===== config.mk =====
export PLATFORM = sky130hd
export DESIGN_NAME = dpot_i2c_slave
export DESIGN_NICKNAME = d
export VERILOG_FILES = /design/src/rtl/dpot_pkg.sv /design/src/rtl/dpot_line_filter.sv /design/src/rtl/dpot_bus_events.sv /design/src/rtl/dpot_xfer_fsm.sv /design/src/rtl/dpot_i2c_slave.sv
export SDC_FILE = /design/constraint.sdc
export NUM_CORES = 1
export LEC_CHECK = 0
export BUFFER_PORTS_ARGS = -buffer_cell sky130_fd_sc_hd__buf_4
export CAP_MARGIN = 0
export CORE_MARGIN = 2
export CORE_UTILIZATION = 35
export CTS_BUF_LIST = sky130_fd_sc_hd__clkbuf_4 sky130_fd_sc_hd__clkbuf_8
export DETAILED_ROUTE_END_ITERATION = 6
export PLACE_DENSITY_LB_ADDON = 0.12
export SLEW_MARGIN = 5
export SYNTH_ARGS = -nofsm -noshare
export SYNTH_HDL_FRONTEND = slang
export SYNTH_HIERARCHICAL = 1
export SYNTH_SLANG_ARGS = --single-unit

===== constraint.sdc =====
create_clock -name clk -period 2.2 [get_ports clk]
set_input_delay 0.22 -clock clk [delete_from_list [all_inputs] [get_ports clk]]
set_output_delay 0.22 -clock clk [all_outputs]
set_load 0.02 [all_outputs]

===== src/rtl/dpot_pkg.sv =====
`timescale 1ns/1ps
package dpot_pkg;

  localparam int BYTE_W = 8;

  typedef enum logic [2:0] {
    PH_IDLE,
    PH_ADDR,
    PH_CMD,
    PH_WDATA,
    PH_READ,
    PH_SKIP
  } phase_e;

  typedef struct packed {
    logic chan;
    logic midscale;
    logic shutdown;
    logic aux_hi;
    logic aux_lo;
  } cmd_t;

  // Address match: prefix, then upper strap, then lower strap, then R/W.
  function automatic logic addr_hit(input logic [BYTE_W-1:0] b,
                                    input logic [4:0] pfx,
                                    input logic [1:0] strap);
    return b[BYTE_W-1:1] == {pfx, strap};
  endfunction

  function automatic cmd_t decode_cmd(input logic [BYTE_W-1:0] b);
    cmd_t c;
    c.chan     = b[7];
    c.midscale = b[6];
    c.shutdown = b[5];
    c.aux_hi   = b[4];
    c.aux_lo   = b[3];
    return c;
  endfunction

  function automatic logic [3:0] cmd_flags(input cmd_t c);
    return {c.midscale, c.shutdown, c.aux_hi, c.aux_lo};
  endfunction

  function automatic logic [BYTE_W-1:0] pick_setting(input logic ch,
                                                     input logic [BYTE_W-1:0] v0,
                                                     input logic [BYTE_W-1:0] v1);
    return ch ? v1 : v0;
  endfunction

endpackage


===== src/rtl/dpot_line_filter.sv =====
`timescale 1ns/1ps
module dpot_line_filter #(
  parameter int SYNC_STAGES = 2
) (
  input  logic clk,
  input  logic rst_n,
  input  logic line_i,
  output logic line_o
);
  logic [SYNC_STAGES-1:0] chain;
  logic                   hold;

  generate
    if (SYNC_STAGES == 1) begin : g_one
      always_ff @(posedge clk or negedge rst_n) begin
        if (!rst_n) chain <= '1;
        else        chain[0] <= line_i;
      end
    end else begin : g_many
      always_ff @(posedge clk or negedge rst_n) begin
        if (!rst_n) chain <= '1;
        else        chain <= {chain[SYNC_STAGES-2:0], line_i};
      end
    end
  endgenerate

  // Output moves only after two equal consecutive synchronized samples.
  always_ff @(posedge clk or negedge rst_n) begin
    if (!rst_n) begin
      hold   <= 1'b1;
      line_o <= 1'b1;
    end else begin
      hold <= chain[SYNC_STAGES-1];
      if (chain[SYNC_STAGES-1] == hold) line_o <= hold;
    end
  end
endmodule


===== src/rtl/dpot_bus_events.sv =====
`timescale 1ns/1ps
module dpot_bus_events (
  input  logic clk,
  input  logic rst_n,
  input  logic scl_f,
  input  logic sda_f,
  output logic scl_rise,
  output logic scl_fall,
  output logic start_ev,
  output logic stop_ev
);
  logic scl_d, sda_d;

  always_ff @(posedge clk or negedge rst_n) begin
    if (!rst_n) begin
      scl_d <= 1'b1;
      sda_d <= 1'b1;
    end else begin
      scl_d <= scl_f;
      sda_d <= sda_f;
    end
  end

  assign scl_rise = scl_f & ~scl_d;
  assign scl_fall = ~scl_f & scl_d;
  assign start_ev = scl_f & scl_d & sda_d & ~sda_f;
  assign stop_ev  = scl_f & scl_d & ~sda_d & sda_f;
endmodule


===== src/rtl/dpot_xfer_fsm.sv =====
`timescale 1ns/1ps
module dpot_xfer_fsm
  import dpot_pkg::*;
#(
  parameter logic [4:0] ADDR_PREFIX = 5'b01011
) (
  input  logic              clk,
  input  logic              rst_n,
  input  logic              scl_rise,
  input  logic              scl_fall,
  input  logic              start_ev,
  input  logic              stop_ev,
  input  logic              sda_f,
  input  logic [1:0]        strap,
  input  logic [BYTE_W-1:0] set_ch0,
  input  logic [BYTE_W-1:0] set_ch1,
  output logic              pull_o,
  output logic              stb_o,
  output logic              stb_chan_o,
  output logic [3:0]        stb_flags_o,
  output logic [BYTE_W-1:0] stb_data_o,
  output logic              stb_has_o,
  output logic              sel_chan_o,
  output logic              skip_o
);
  localparam int CNT_W = $clog2(BYTE_W + 1);
  localparam logic [CNT_W-1:0] CNT_FULL = CNT_W'(BYTE_W);

  phase_e            phase;
  logic [CNT_W-1:0]  cnt;
  logic              in_ack;
  logic [BYTE_W-1:0] rx_sr;
  logic [BYTE_W-1:0] tx_sr;
  logic              pull_r;
  logic              nack_r;
  logic              pend;
  cmd_t              cmd;
  logic [BYTE_W-1:0] rd_val;
  logic              bus_cond;

  assign rd_val   = pick_setting(cmd.chan, set_ch0, set_ch1);
  assign bus_cond = start_ev | stop_ev;

  always_ff @(posedge clk or negedge rst_n) begin
    if (!rst_n) begin
      phase       <= PH_IDLE;
      cnt         <= '0;
      in_ack      <= 1'b0;
      rx_sr       <= '0;
      tx_sr       <= '0;
      pull_r      <= 1'b0;
      nack_r      <= 1'b1;
      pend        <= 1'b0;
      cmd         <= '0;
      stb_o       <= 1'b0;
      stb_chan_o  <= 1'b0;
      stb_flags_o <= '0;
      stb_data_o  <= '0;
      stb_has_o   <= 1'b0;
    end else begin
      stb_o <= 1'b0;
      if (bus_cond) begin
        // Abort whatever is in flight; settle an owed flags-only update.
        if (pend) begin
          stb_o       <= 1'b1;
          stb_has_o   <= 1'b0;
          stb_chan_o  <= cmd.chan;
          stb_flags_o <= cmd_flags(cmd);
        end
        pend   <= 1'b0;
        phase  <= start_ev ? PH_ADDR : PH_IDLE;
        cnt    <= '0;
        in_ack <= 1'b0;
        pull_r <= 1'b0;
      end else if (phase == PH_IDLE || phase == PH_SKIP) begin
        // wait for the next bus condition
      end else if (scl_rise) begin
        if (in_ack) begin
          if (phase == PH_READ) nack_r <= sda_f;
        end else if (cnt != CNT_FULL) begin
          cnt <= cnt + CNT_W'(1);
          if (phase != PH_READ) rx_sr <= {rx_sr[BYTE_W-2:0], sda_f};
        end
      end else if (scl_fall) begin
        if (in_ack) begin
          // end of the ninth clock
          in_ack <= 1'b0;
          cnt    <= '0;
          pull_r <= 1'b0;
          if (phase == PH_READ) begin
            if (nack_r) begin
              phase <= PH_SKIP;
            end else begin
              tx_sr  <= rd_val;
              pull_r <= ~rd_val[BYTE_W-1];
            end
          end
        end else if (cnt == CNT_FULL) begin
          in_ack <= 1'b1;
          case (phase)
            PH_ADDR: begin
              if (addr_hit(rx_sr, ADDR_PREFIX, strap)) begin
                pull_r <= 1'b1;
                if (rx_sr[0]) begin
                  phase  <= PH_READ;
                  nack_r <= 1'b0;
                end else begin
                  phase  <= PH_CMD;
                end
              end else begin
                phase <= PH_SKIP;
              end
            end
            PH_CMD: begin
              pull_r <= 1'b1;
              cmd    <= decode_cmd(rx_sr);
              pend   <= 1'b1;
              phase  <= PH_WDATA;
            end
            PH_WDATA: begin
              pull_r      <= 1'b1;
              pend        <= 1'b0;
              stb_o       <= 1'b1;
              stb_has_o   <= 1'b1;
              stb_data_o  <= rx_sr;
              stb_chan_o  <= cmd.chan;
              stb_flags_o <= cmd_flags(cmd);
            end
            PH_READ: begin
              pull_r <= 1'b0;
            end
            default: begin
              phase <= PH_SKIP;
            end
          endcase
        end else if (phase == PH_READ && cnt != '0) begin
          tx_sr  <= {tx_sr[BYTE_W-2:0], 1'b0};
          pull_r <= ~tx_sr[BYTE_W-2];
        end
      end
    end
  end

  assign pull_o     = pull_r;
  assign sel_chan_o = cmd.chan;
  assign skip_o     = (phase == PH_SKIP);
endmodule


===== src/rtl/dpot_i2c_slave.sv =====
`timescale 1ns/1ps
module dpot_i2c_slave
  import dpot_pkg::*;
#(
  parameter int         SYNC_STAGES = 2,
  parameter logic [4:0] ADDR_PREFIX = 5'b01011
) (
  input  logic              clk,
  input  logic              rst_n,
  input  logic              scl_in,
  input  logic              sda_in,
  input  logic [1:0]        strap_addr,
  input  logic [BYTE_W-1:0] set_ch0,
  input  logic [BYTE_W-1:0] set_ch1,
  output logic              sda_pull,
  output logic              wr_stb,
  output logic              wr_chan,
  output logic [3:0]        wr_flags,
  output logic [BYTE_W-1:0] wr_data,
  output logic              wr_has_data,
  output logic              sel_chan
);
  logic scl_filt, sda_filt;
  logic scl_rise, scl_fall, start_ev, stop_ev;
  logic skip_st;

  dpot_line_filter #(.SYNC_STAGES(SYNC_STAGES)) u_scl_flt (
    .clk(clk), .rst_n(rst_n), .line_i(scl_in), .line_o(scl_filt)
  );

  dpot_line_filter #(.SYNC_STAGES(SYNC_STAGES)) u_sda_flt (
    .clk(clk), .rst_n(rst_n), .line_i(sda_in), .line_o(sda_filt)
  );

  dpot_bus_events u_events (
    .clk(clk), .rst_n(rst_n),
    .scl_f(scl_filt), .sda_f(sda_filt),
    .scl_rise(scl_rise), .scl_fall(scl_fall),
    .start_ev(start_ev), .stop_ev(stop_ev)
  );

  dpot_xfer_fsm #(.ADDR_PREFIX(ADDR_PREFIX)) u_fsm (
    .clk(clk), .rst_n(rst_n),
    .scl_rise(scl_rise), .scl_fall(scl_fall),
    .start_ev(start_ev), .stop_ev(stop_ev),
    .sda_f(sda_filt), .strap(strap_addr),
    .set_ch0(set_ch0), .set_ch1(set_ch1),
    .pull_o(sda_pull), .stb_o(wr_stb),
    .stb_chan_o(wr_chan), .stb_flags_o(wr_flags),
    .stb_data_o(wr_data), .stb_has_o(wr_has_data),
    .sel_chan_o(sel_chan), .skip_o(skip_st)
  );
endmodule


==> reports/qor.yml <==
outcome: "complete, no violations"
htree_levels: 2
syn_nets: 253
hold_viol: 0
cts_buffers: 5
worst-path-buf-inv: 1
fmax_ghz: 0.493
crit_path_end_kind: "flip-flop"
cp.arrival_ns: 2.21
rsz0062_at_grt: "false"
clk_pin_slew_ns: 0.09
rows: 31
wirelength_mm: 5.13
layout_common_cells: "buf_4, dfrtp_1, mux2_2"
cpPeakStageDelay_ns: 0.58
nNetsFinal: 303
avgSynthCellArea_sq_um: 11.5
yosysWarnings: 6
io_pins: 39
io_buffers: 38
die_x_um: 90.7
post-cts-setup-buffer-count: 0
critPathKind: "reg2reg"
first_global_vias: 1788
min_period_ns: 2.03
crit_slowest_cell: "dfstp_2"
hp-class: "in2reg"
drv_slew: 0
crit_family: "simple AND/OR/NAND/NOR gates"
drv_cap: 0
p_leak_nw: 1.50
antenna_found_initial: 0
hpwl_mm: 3.69
clock_sinks: 56
die-area_sq_um: 8230
n_antenna_cell: 0
p_per_area_nw_per_um2: 734
drt_iter0_drc: 117
fin_crit_sh_pct: 92.1
gp_congestion: 0.768
setup_viol: 0
grt_max_degree: 57
fin_tns_setup_ns: 0
cts_tree: "yes"
cts_root_buffer: "clkbuf_8"
drcViolationCount: 0
clk-insertion-delay-late_ns: 0.30
dr.pass1.iters: 5
area_growth_syn_to_layout_pct: 22.3
cp_max_fo: 8
start_util_pct: 36.3
cts_buffer_depth: 2
worst_slew_pin_slew_ns: 0.701
vias_per_cell: 4.88
ant_nets: 0
routedWlPerCell_um: 13.5
power_mw: 2.36
crit_path_start_kind: "flip-flop"
cts_hold_buffers: 1
syn_inst: 229
drive_gt1_share_pct: 37.1
ir_worst_vdd_mv: 0.405
vias: 1851
track_usage_pct: 13.2
synthesis.area_sq_um: 2630
cp.required_ns: 2.39
mostFrequentLayoutCell: "buf_4"
grt.overflow.total: 0
skew_ns: 0.00930
cp_cell_sequence: "and4b_1 > or2_1 > nor4_4 > buf_4 > mux2_2"
die_y_um: 90.7
cts_resized: 0
slew_headroom_pct: 53.3
coreArea_sq_um: 7250
grt_pass1_wl_mm: 8.96
[path summary, 6_finish.rpt]
kind / from / to / slack [ns] / cells after the start
max: u_sda_flt/line_o / u_fsm/rx_sr[7] / 0.17 / 5
min: set_ch1[0] / u_fsm/tx_sr[0] / 0.32 / 4
max reg2reg: u_sda_flt/line_o / u_fsm/rx_sr[7] / 0.17 / 5
min reg2reg: u_sda_flt/chain[0] / u_sda_flt/chain[1] / 0.36 / 0
max in group asynchronous: rst_n / u_fsm/rx_sr[6] / 1.23 / 2
min in group asynchronous: rst_n / u_fsm/cnt[0] / 0.49 / 2
[area by class of cell]
cell class / instances / area, sq um
fill: 715 / 4030
sequential: 56 / 1420
multi-input combinational: 158 / 1150
timing repair buffer: 53 / 418
tap: 99 / 124
clock buffer: 7 / 90.1
inverter: 5 / 18.8
clock inverter: 1 / 7.51
[report_power, final]
part	switching [mW]	internal [mW]	total [mW]
Sequential	0.169	1.16	1.33
Combinational	0.204	0.236	0.440
Clock	0.326	0.269	0.596
[per-stage QoR]
stage          hold WS [ns]  utilization [%]  area [sq um]  setup WS, ns  cells
2_1_floorplan       -0.0756                -          2630        0.0861    229
3_3_place_gp          0.324             42.7          3090         0.200    368
3_5_place_dp          0.329             42.7          3090         0.175    368
4_1_cts             0.00816             44.1          3200         0.160    377
5_1_grt               0.330             44.4          3220        0.0470    379
6_report              0.324             44.4          3220         0.173    379
[per-layer routing]
metal	share of wire, %	routed length, um	track usage [%]
met3	3.3	167	2.25
met1	49	2520	19.3
met5	0	0	0
met2	47	2390	20.1
met4	1.0	53	3.59
[worst reg2reg max path, delay by kind of cell, from the launching register on]
family	cells	cell delay, ns
DFF	1	0.58
muxes	1	0.34
buffers and inverters	1	0.20
and+or+nand+nor	3	0.79
[flip-flops by register name (all words and copies together) (netlist names), 2 cells and up]
name               flops
u_fsm/rx_sr            8
u_fsm/stb_data_o       8
u_fsm/tx_sr            7
u_fsm/cmd              4
u_fsm/cnt              4
u_fsm/stb_flags_o      4
u_fsm/phase            3
u_scl_flt/chain        2
u_sda_flt/chain        2
Note: power is estimated with default switching activity, not from simulation.
